$ cat src/rtl/hct_pkg.sv
package hct_pkg;
  localparam int ADDR_W = 6;
  localparam int NPH    = 3;
  localparam int NCNT   = 4;

  localparam int EV_STALL = 31;
  localparam int EV_CHG   = 30;
  localparam int EV_EARLY = 29;
  localparam int EV_DLY   = 28;
  localparam int EV_U     = 23;
  localparam int EV_V     = 22;
  localparam int EV_W     = 21;
  localparam logic [31:0] EV_ALL = 32'hF0E0_0000;

  localparam logic [ADDR_W-1:0] A_CTRL   = 6'h00;
  localparam logic [ADDR_W-1:0] A_DLY    = 6'h01;
  localparam logic [ADDR_W-1:0] A_DSEL   = 6'h02;
  localparam logic [ADDR_W-1:0] A_EARLY  = 6'h03;
  localparam logic [ADDR_W-1:0] A_STTO   = 6'h04;
  localparam logic [ADDR_W-1:0] A_STEN   = 6'h05;
  localparam logic [ADDR_W-1:0] A_STATUS = 6'h06;
  localparam logic [ADDR_W-1:0] A_IRQM   = 6'h07;
  localparam logic [ADDR_W-1:0] A_DMAM   = 6'h08;
  localparam logic [ADDR_W-1:0] A_TRGM   = 6'h09;
  localparam logic [ADDR_W-1:0] A_RDM    = 6'h0A;

  function automatic logic [2:0] fwd_next(input logic [2:0] s);
    case (s)
      3'b001:  return 3'b011;
      3'b011:  return 3'b010;
      3'b010:  return 3'b110;
      3'b110:  return 3'b100;
      3'b100:  return 3'b101;
      3'b101:  return 3'b001;
      default: return s;
    endcase
  endfunction

  function automatic logic is_valid(input logic [2:0] s);
    return (s != 3'b000) && (s != 3'b111);
  endfunction
endpackage

$ cat src/rtl/hct_in_filter.sv
module hct_in_filter #(
  parameter int FILT_LEN = 3
) (
  input  logic clk,
  input  logic rst,
  input  logic din,
  output logic dout
);
  localparam int RW = $clog2(FILT_LEN) + 1;

  logic [1:0]    sy;
  logic [RW-1:0] run;

  always_ff @(posedge clk) begin
    if (rst) begin
      sy   <= '0;
      dout <= 1'b0;
      run  <= '0;
    end else begin
      sy <= {sy[0], din};
      if (sy[1] != dout) begin
        if (run == RW'(FILT_LEN - 1)) begin
          dout <= sy[1];
          run  <= '0;
        end else begin
          run <= run + 1'b1;
        end
      end else begin
        run <= '0;
      end
    end
  end

  // the filtered level only follows a differing synchronised level
  p_filter_follows_r1: assert property (@(posedge clk) disable iff (rst)
    (dout != $past(dout)) |-> ($past(sy[1]) != $past(dout)));
endmodule

$ cat src/rtl/hct_count_core.sv
module hct_count_core
  import hct_pkg::*;
#(
  parameter int CW = 24
) (
  input  logic                      clk,
  input  logic                      rst,
  input  logic                      hold,
  input  logic [NPH-1:0]            state,
  input  logic                      snap_en,
  input  logic                      snap_a,
  input  logic                      snap_b,
  input  logic                      rd_load,
  output logic [NCNT-1:0][CW-1:0]   cur,
  output logic [NCNT-1:0][CW-1:0]   rdb,
  output logic [NCNT-1:0][CW-1:0]   snpa,
  output logic [NCNT-1:0][CW-1:0]   snpb,
  output logic [NPH-1:0][CW-1:0]    hist_r,
  output logic [NPH-1:0][CW-1:0]    hist_f,
  output logic                      dir,
  output logic                      chg,
  output logic [NPH-1:0]            tog
);
  localparam logic [CW-1:0] CMAX = '1;

  logic [NPH-1:0] prev;

  always_ff @(posedge clk) begin
    if (rst) prev <= '0;
    else     prev <= state;
  end

  assign tog = state ^ prev;
  assign chg = |tog;

  for (genvar p = 0; p < NPH; p++) begin : g_phase
    always_ff @(posedge clk) begin
      if (rst || hold) begin
        cur[p]    <= '0;
        hist_r[p] <= '0;
        hist_f[p] <= '0;
      end else if (tog[p]) begin
        if (state[p]) hist_r[p] <= cur[p];
        else          hist_f[p] <= cur[p];
        cur[p] <= CW'(1);
      end else if (cur[p] != CMAX) begin
        cur[p] <= cur[p] + 1'b1;
      end
    end
  end

  always_ff @(posedge clk) begin
    if (rst || hold) cur[NCNT-1] <= '0;
    else             cur[NCNT-1] <= cur[NCNT-1] + 1'b1;
  end

  always_ff @(posedge clk) begin
    if (rst || hold) begin
      rdb  <= '0;
      snpa <= '0;
      snpb <= '0;
    end else begin
      if (rd_load)          rdb  <= cur;
      if (snap_en && snap_a) snpa <= cur;
      if (snap_en && snap_b) snpb <= cur;
    end
  end

  always_ff @(posedge clk) begin
    if (rst) begin
      dir <= 1'b0;
    end else if (chg && is_valid(prev) && is_valid(state)) begin
      if (state == fwd_next(prev))      dir <= 1'b0;
      else if (prev == fwd_next(state)) dir <= 1'b1;
    end
  end

  // direction moves only on a registered state change
  p_dir_on_change_r3: assert property (@(posedge clk) disable iff (rst)
    (dir != $past(dir)) |-> $past(chg));

  // counter hold clears the timer and every capture bank
  p_hold_zero_r9: assert property (@(posedge clk) disable iff (rst)
    hold |=> (cur[NCNT-1] == '0 && rdb == '0 && snpa == '0 && snpb == '0));
endmodule

$ cat src/rtl/hct_event_gen.sv
module hct_event_gen #(
  parameter int CW = 24
) (
  input  logic          clk,
  input  logic          rst,
  input  logic          chg,
  input  logic [CW-1:0] dly_cnt,
  input  logic          dly_sel,
  input  logic [CW-1:0] early_cnt,
  input  logic [CW-1:0] stall_to,
  input  logic          stall_en,
  output logic          early_ev,
  output logic          dly_ev,
  output logic          stall_ev
);
  localparam logic [CW-1:0] CMAX = '1;

  logic [CW-1:0] since, last_ivl, dcnt, wcnt;
  logic          early_done, armed;
  logic          early_fire, dstart, dfire, wfire;

  always_comb begin
    early_fire = !early_done && !chg && (last_ivl > early_cnt)
                 && (since == last_ivl - early_cnt);
    dstart     = dly_sel ? early_fire : chg;
    dfire      = armed && !dstart && (dcnt == '0);
    wfire      = stall_en && !chg && (stall_to != '0) && (wcnt == stall_to - 1'b1);
  end

  always_ff @(posedge clk) begin
    if (rst) begin
      since      <= '0;
      last_ivl   <= '0;
      early_done <= 1'b0;
      dcnt       <= '0;
      armed      <= 1'b0;
      wcnt       <= '0;
      early_ev   <= 1'b0;
      dly_ev     <= 1'b0;
      stall_ev   <= 1'b0;
    end else begin
      if (chg) begin
        last_ivl   <= since;
        since      <= CW'(1);
        early_done <= 1'b0;
      end else begin
        if (since != CMAX) since <= since + 1'b1;
        if (early_fire)    early_done <= 1'b1;
      end

      if (dstart) begin
        dcnt  <= dly_cnt;
        armed <= 1'b1;
      end else if (armed) begin
        if (dcnt == '0) armed <= 1'b0;
        else            dcnt  <= dcnt - 1'b1;
      end

      if (!stall_en || chg)     wcnt <= '0;
      else if (wcnt < stall_to) wcnt <= wcnt + 1'b1;

      early_ev <= early_fire;
      dly_ev   <= dfire;
      stall_ev <= wfire;
    end
  end

  // at most one early trigger per interval, so never two in a row
  p_early_single_r11: assert property (@(posedge clk) disable iff (rst)
    early_ev |=> !early_ev);

  // the stall event never follows a cycle that saw a sensor change
  p_stall_quiet_r10: assert property (@(posedge clk) disable iff (rst)
    stall_ev |-> !$past(chg));
endmodule

$ cat src/rtl/hall_commutation_timer.sv
module hall_commutation_timer
  import hct_pkg::*;
#(
  parameter int CW       = 24,
  parameter int FILT_LEN = 3
) (
  input  logic              clk,
  input  logic              rst,
  input  logic [2:0]        hall_in,
  input  logic              snap_a,
  input  logic              snap_b,
  input  logic              wr_en,
  input  logic [ADDR_W-1:0] addr,
  input  logic [31:0]       wdata,
  output logic [31:0]       rdata,
  output logic              irq,
  output logic              dma_req,
  output logic              trig_out
);
  logic [NPH-1:0] state, tog;
  logic           dir, chg;
  logic           early_ev, dly_ev, stall_ev;

  logic [NCNT-1:0][CW-1:0] cur, rdb, snpa, snpb;
  logic [NPH-1:0][CW-1:0]  hist_r, hist_f;

  logic          ctrl_hold, ctrl_snap, dly_sel, stall_en;
  logic [CW-1:0] dly_cnt, early_cnt, stall_to;
  logic [31:0]   status, irq_m, dma_m, trg_m, rd_m;
  logic [31:0]   ev, w1c, rd_mux;
  logic          sw_load, rd_load;

  for (genvar i = 0; i < NPH; i++) begin : g_in
    hct_in_filter #(.FILT_LEN(FILT_LEN)) u_filt (
      .clk (clk),
      .rst (rst),
      .din (hall_in[i]),
      .dout(state[i])
    );
  end

  hct_count_core #(.CW(CW)) u_core (
    .clk    (clk),
    .rst    (rst),
    .hold   (ctrl_hold),
    .state  (state),
    .snap_en(ctrl_snap),
    .snap_a (snap_a),
    .snap_b (snap_b),
    .rd_load(rd_load),
    .cur    (cur),
    .rdb    (rdb),
    .snpa   (snpa),
    .snpb   (snpb),
    .hist_r (hist_r),
    .hist_f (hist_f),
    .dir    (dir),
    .chg    (chg),
    .tog    (tog)
  );

  hct_event_gen #(.CW(CW)) u_evt (
    .clk      (clk),
    .rst      (rst),
    .chg      (chg),
    .dly_cnt  (dly_cnt),
    .dly_sel  (dly_sel),
    .early_cnt(early_cnt),
    .stall_to (stall_to),
    .stall_en (stall_en),
    .early_ev (early_ev),
    .dly_ev   (dly_ev),
    .stall_ev (stall_ev)
  );

  always_comb begin
    ev           = '0;
    ev[EV_STALL] = stall_ev;
    ev[EV_CHG]   = chg;
    ev[EV_EARLY] = early_ev;
    ev[EV_DLY]   = dly_ev;
    ev[EV_U]     = tog[2];
    ev[EV_V]     = tog[1];
    ev[EV_W]     = tog[0];
    w1c          = (wr_en && addr == A_STATUS) ? wdata : '0;
    sw_load      = wr_en && (addr == A_CTRL) && wdata[2];
    rd_load      = sw_load || |(ev & rd_m);
  end

  always_ff @(posedge clk) begin
    if (rst) begin
      ctrl_hold <= 1'b0;
      ctrl_snap <= 1'b0;
      dly_cnt   <= '0;
      dly_sel   <= 1'b0;
      early_cnt <= '0;
      stall_to  <= '0;
      stall_en  <= 1'b0;
      irq_m     <= '0;
      dma_m     <= '0;
      trg_m     <= '0;
      rd_m      <= '0;
    end else if (wr_en) begin
      case (addr)
        A_CTRL:  begin ctrl_hold <= wdata[0]; ctrl_snap <= wdata[1]; end
        A_DLY:   dly_cnt   <= wdata[CW-1:0];
        A_DSEL:  dly_sel   <= wdata[0];
        A_EARLY: early_cnt <= wdata[CW-1:0];
        A_STTO:  stall_to  <= wdata[CW-1:0];
        A_STEN:  stall_en  <= wdata[0];
        A_IRQM:  irq_m     <= wdata & EV_ALL;
        A_DMAM:  dma_m     <= wdata & EV_ALL;
        A_TRGM:  trg_m     <= wdata & EV_ALL;
        A_RDM:   rd_m      <= wdata & EV_ALL;
        default: ;
      endcase
    end
  end

  always_ff @(posedge clk) begin
    if (rst) begin
      status   <= '0;
      irq      <= 1'b0;
      dma_req  <= 1'b0;
      trig_out <= 1'b0;
    end else begin
      status   <= ((status & ~w1c) | ev) & EV_ALL;
      irq      <= |(status & irq_m);
      dma_req  <= |(status & dma_m);
      trig_out <= |(status & trg_m);
    end
  end

  function automatic logic [31:0] ext(input logic [CW-1:0] v);
    return {{(32 - CW){1'b0}}, v};
  endfunction

  always_comb begin
    rd_mux = '0;
    case (addr)
      A_CTRL:   rd_mux = {30'b0, ctrl_snap, ctrl_hold};
      A_DLY:    rd_mux = ext(dly_cnt);
      A_DSEL:   rd_mux = {31'b0, dly_sel};
      A_EARLY:  rd_mux = ext(early_cnt);
      A_STTO:   rd_mux = ext(stall_to);
      A_STEN:   rd_mux = {31'b0, stall_en};
      A_STATUS: rd_mux = status;
      A_IRQM:   rd_mux = irq_m;
      A_DMAM:   rd_mux = dma_m;
      A_TRGM:   rd_mux = trg_m;
      A_RDM:    rd_mux = rd_m;
      default:  ;
    endcase
    if (addr[5:4] == 2'b01) begin
      case (addr[3:2])
        2'd0:    rd_mux = ext(cur[addr[1:0]]);
        2'd1:    rd_mux = ext(rdb[addr[1:0]]);
        2'd2:    rd_mux = ext(snpa[addr[1:0]]);
        default: rd_mux = ext(snpb[addr[1:0]]);
      endcase
      if (addr[3:0] == 4'h2) rd_mux[31:28] = {dir, state};
    end
    if (addr[5:3] == 3'b100 && addr[2:1] != 2'd3) begin
      rd_mux = addr[0] ? ext(hist_f[addr[2:1]]) : ext(hist_r[addr[2:1]]);
    end
  end

  always_ff @(posedge clk) begin
    if (rst) rdata <= '0;
    else     rdata <= rd_mux;
  end

  // the stall flag drops only through a write of one to its bit
  p_w1c_only_r5: assert property (@(posedge clk) disable iff (rst)
    $fell(status[EV_STALL]) |-> $past(wr_en && addr == A_STATUS && wdata[EV_STALL]));
endmodule

$ cat config.mk
export PLATFORM = sky130hd
export DESIGN_NAME = hall_commutation_timer
export DESIGN_NICKNAME = d
export VERILOG_FILES = /design/src/rtl/hct_pkg.sv /design/src/rtl/hct_in_filter.sv /design/src/rtl/hct_count_core.sv /design/src/rtl/hct_event_gen.sv /design/src/rtl/hall_commutation_timer.sv
export SDC_FILE = /design/constraint.sdc
export NUM_CORES = 2
export LEC_CHECK = 0
export BUFFER_PORTS_ARGS = -buffer_cell sky130_fd_sc_hd__buf_2
export CAP_MARGIN = 20
export CORE_AREA = 5 5 256 258
export CTS_BUF_LIST = sky130_fd_sc_hd__clkbuf_16
export CTS_CLUSTER_SIZE = 8
export DETAILED_ROUTE_END_ITERATION = 16
export DIE_AREA = 0 0 261 263
export GPL_TIMING_DRIVEN = 1
export PLACE_DENSITY_LB_ADDON = 0.25
export RECOVER_POWER = 50
export SLEW_MARGIN = 0
export SYNTH_ARGS = -nofsm -noshare
export SYNTH_HDL_FRONTEND = slang
export SYNTH_SLANG_ARGS = --single-unit
$ cat constraint.sdc
create_clock -name clk -period 6 [get_ports clk]
set_input_delay 1.2 -clock clk [delete_from_list [all_inputs] [get_ports clk]]
set_output_delay 1.2 -clock clk [all_outputs]
set_load 0.05 [all_outputs]
==> flow_metrics.env <==
export IMPL_status="finished, violations left"
export IMPL_failed_checks="max-capacitance violations, max-slew violations"
export IMPL_worst_path_largest_cell_delay_ns=1.91
export IMPL_fp_coreArea_um2=62700
export IMPL_layout_min_cycle_time_ns=5.00
export IMPL_synth_cells=4410
export IMPL_postCtsHoldBufs=0
export IMPL_finalMaxSlewViolations=481
export IMPL_cts_root_buf="clkbuf_16"
export IMPL_cts_resized=0
export IMPL_synthFlopType="dfxtp_1"
export IMPL_drt_wl_total_um=107000
export IMPL_synthArstFlopShare_pct=0
export IMPL_cp_slowest_cell="clkbuf_1"
export IMPL_die_h_um=263
export IMPL_path_cells="buf_2 > clkbuf_1 > nand3_1 > nor2_1 > a22oi_1 > nand4_1 > a21oi_1 > o21ai_0"
export IMPL_ioPinCount=81
export IMPL_finalSetupViolCount=0
export IMPL_finalHoldViolCount=0
export IMPL_critPathTopFamily="buffers and inverters"
export IMPL_worst_pin_slew_ns=2.72
export IMPL_timing_critical_path_buf_inv=2
export IMPL_post_cts_setup_buffer_count=0
export IMPL_drt_first_pass_iters=9
export IMPL_cp_end_kind="register"
export IMPL_hp_start="g_in[0].u_filt.sy[0]"
export IMPL_r2r_start="g_in[0].u_filt.dout"
export IMPL_vdd_drop_max_mv=0.228
export IMPL_hp_class="register to register"
export IMPL_dp_hpwl_um=70100
export IMPL_crit_required_ns=6.50
export IMPL_grt_overflow=0
export IMPL_setup_worst_path_start_class="input pin"
export IMPL_cts_tree="yes"
export IMPL_routabilityCongestion=0.943
export IMPL_setup_tns_ns=0
export IMPL_portBuffers=72
export IMPL_vias_per_cell=6.17
export IMPL_ys_types=83
export IMPL_skew_ns=0.0194
export IMPL_p_per_area_nw_per_um2=274
export IMPL_arrival_ns=5.50
export IMPL_synth_edf_count=0
export IMPL_drt_initial_drc_count=3501
export IMPL_place_ws_ns=1.29
export IMPL_grt_usage_pct=30.1
export IMPL_route_detailed_drc=0
export IMPL_syn_cell_area_um2=37500
export IMPL_antenna_left=0
export IMPL_syn_avg_cell_area_um2=8.50
export IMPL_place_area_um2=37900
export IMPL_vias=31600
export IMPL_design_area_um2=40700
export IMPL_reg2regPathDepth=12
export IMPL_max_slew_margin_rel_pct=-81.6
export IMPL_worstSkewPairLatency_ns=0.66
export IMPL_rsz0062_at_grt="false"
export IMPL_p_total_mw=11.1
export IMPL_synth_warnings=0
export IMPL_grt_pass1_vias=29400
export IMPL_criticalPathCategory="input pin to register"
export IMPL_antenna_found_initial=5
export IMPL_cts_sinks=793
export IMPL_dieArea_um2=68600
export IMPL_seq_area_frac_synth_pct=42.4
export IMPL_final_layout_size_suffix_gt1_share_pct=9.00
export IMPL_max_freq_mhz=200
export IMPL_row_count=92
export IMPL_fin_crit_sh_pct=83.3
export IMPL_layout_setup_ws_ns=1.00
export IMPL_maxCapViolCount=6
export IMPL_grt_pass1_wl_um=168000
export IMPL_p_leak_nw=13.8
export IMPL_yosys_register_bits=793
export IMPL_reg2reg_slack_ns=1.30
export IMPL_cts_buffers=109
export IMPL_grt_max_degree=129
export IMPL_die_w_um=261
export IMPL_regToRegEndpoint="u_evt.dcnt[20]"
export IMPL_wl_per_cell_um=20.9
export IMPL_initial_core_util_pct=59.7
export IMPL_htreeDepth=3
export IMPL_path_clk_slew_ns=0.05
export IMPL_critPathMaxFanout=28
export IMPL_syn2layout_area_growth_pct=8.66
export IMPL_whs_endpoint="g_in[0].u_filt.sy[1]"
export IMPL_cts_buffer_depth=3
export IMPL_nets=4385
export IMPL_hold_depth=1
==> sequential cells by signal, summed over array words and instances (netlist names), 28 cells and up <==
signal and flops:
u_core.snpb 96, rdata 28, u_core.snpa 96, u_core.cur 96, u_core.hist_f 72, u_core.rdb 96, u_core.hist_r 72
==> placed cells by master (no fill, tap or decap), types with 6 or more instances in the layout <==
cell | Yosys | layout
a211oi_1 | 26 | 26
a21boi_0 | 12 | 12
a21o_1 | 8 | 8
a21oi_1 | 507 | 507
a21oi_2 | 20 | 20
a222oi_1 | 22 | 22
a22oi_1 | 59 | 59
a31oi_1 | 18 | 18
and2_1 | 12 | 9
and3_1 | 28 | 28
and4_1 | 14 | 14
buf_2 | 10 | 46
buf_4 | 7 | 34
clkbuf_1 | 317 | 26
clkbuf_16 | 0 | 110
dfxtp_1 | 793 | 793
ha_1 | 69 | 63
ha_2 | 0 | 6
inv_1 | 85 | 86
mux2i_1 | 226 | 226
mux4_2 | 120 | 120
nand2_1 | 965 | 963
nand2b_1 | 9 | 9
nand3_1 | 106 | 106
nand4_1 | 50 | 50
nor2_1 | 364 | 363
nor2b_1 | 26 | 25
nor3_1 | 57 | 56
nor4_1 | 29 | 28
o211ai_1 | 6 | 6
o21a_1 | 10 | 10
o21ai_0 | 76 | 76
o22ai_1 | 6 | 6
or3_1 | 31 | 31
or4_1 | 10 | 10
xnor2_1 | 95 | 95
xor2_1 | 100 | 100
==> logic make-up (layout without fill, tap and decap cells) <==
kind of cell	after synthesis	after routing	synth area share (%)
simple gates	1733	1733	19.9
compound gates	814	814	12.7
flops	793	793	42.4
buf+inv	456	319	4.78
mux	348	348	13.3
xor+xnor	195	195	4.56
fa+ha+maj	70	70	2.36
other cells	1	6	0.0100
==> per-layer routing <==
metal | up-vias | GRT usage (%) | wire [µm]
li1 | 14800 | - | -
met1 | 15200 | 42.7 | 45500
met2 | 1345 | 46.6 | 48400
met3 | 249 | 5.24 | 9060
met4 | 2 | 10.8 | 4080
met5 | - | 0 | 13
==> where the power goes <==
group / switching, mW / leakage (nW) / internal, mW
clock: 2.20 / 1.41 / 3.20
combinational: 0.287 / 6.02 / 0.118
sequential: 0.0330 / 6.39 / 5.29
total: 2.52 / 13.8 / 8.61
==> cell usage after synthesis, types with 6 or more instances <==
library cell / n / area [µm²]
a222oi_1: 22 / 220
o211ai_1: 6 / 45.0
nand4_1: 50 / 313
o21ai_0: 76 / 380
and3_1: 28 / 175
o22ai_1: 6 / 37.5
xor2_1: 100 / 876
dfxtp_1: 793 / 15900
and4_1: 14 / 123
nand2b_1: 9 / 56.3
and2_1: 12 / 75.1
inv_1: 85 / 319
clkbuf_1: 317 / 1190
nor4_1: 29 / 181
a21oi_2: 20 / 175
buf_1: 25 / 93.8
buf_2: 10 / 50.1
a211oi_1: 26 / 195
a22oi_1: 59 / 443
mux4_2: 120 / 2700
nand3_1: 106 / 531
or4_1: 10 / 75.1
o21a_1: 10 / 75.1
or3_1: 31 / 194
nor2_1: 364 / 1370
clkbuf_2: 7 / 35.0
nand2_1: 965 / 3620
nor2b_1: 26 / 163
nor3_1: 57 / 285
a31oi_1: 18 / 113
a21oi_1: 507 / 2540
a21boi_0: 12 / 90.1
a21o_1: 8 / 60.1
ha_1: 69 / 863
buf_4: 7 / 52.6
xnor2_1: 95 / 832
mux2i_1: 226 / 2260
==> through the flow <==
step           util [%]  hold WS, ns  instances
2_1_floorplan         -        0.414       4413
3_3_place_gp       60.4        0.431       5002
3_5_place_dp       60.4        0.431       5002
4_1_cts            65.0        0.442       5120
5_1_grt            64.9        0.461       5122
6_report           64.9        0.437       5124
==> worst max path at each step <==
stage,endpoint,cells past startpoint,startpoint
6_report,rdata[23],8,addr[3]
4_1_cts,u_evt.dcnt[19],12,g_in[0].u_filt.dout
5_1_grt,u_core.cur[81],4,rst
3_5_place_dp,u_core.rdb[33],8,addr[2]
2_1_floorplan,rdata[14],7,addr[1]
3_3_place_gp,u_core.rdb[11],8,addr[2]
==> area by class of cell <==
class | instances | area, µm²
diodes | 2 | 5.00
clock buffers | 110 | 2750
clock inverters | 8 | 105
fillers | 5206 | 22000
inverters | 86 | 323
multi-input cells | 3164 | 19900
flip-flops and latches | 793 | 15900
well taps | 846 | 1060
repair buffers | 115 | 697
No activity file was read; power rests on OpenSTA's default activity.
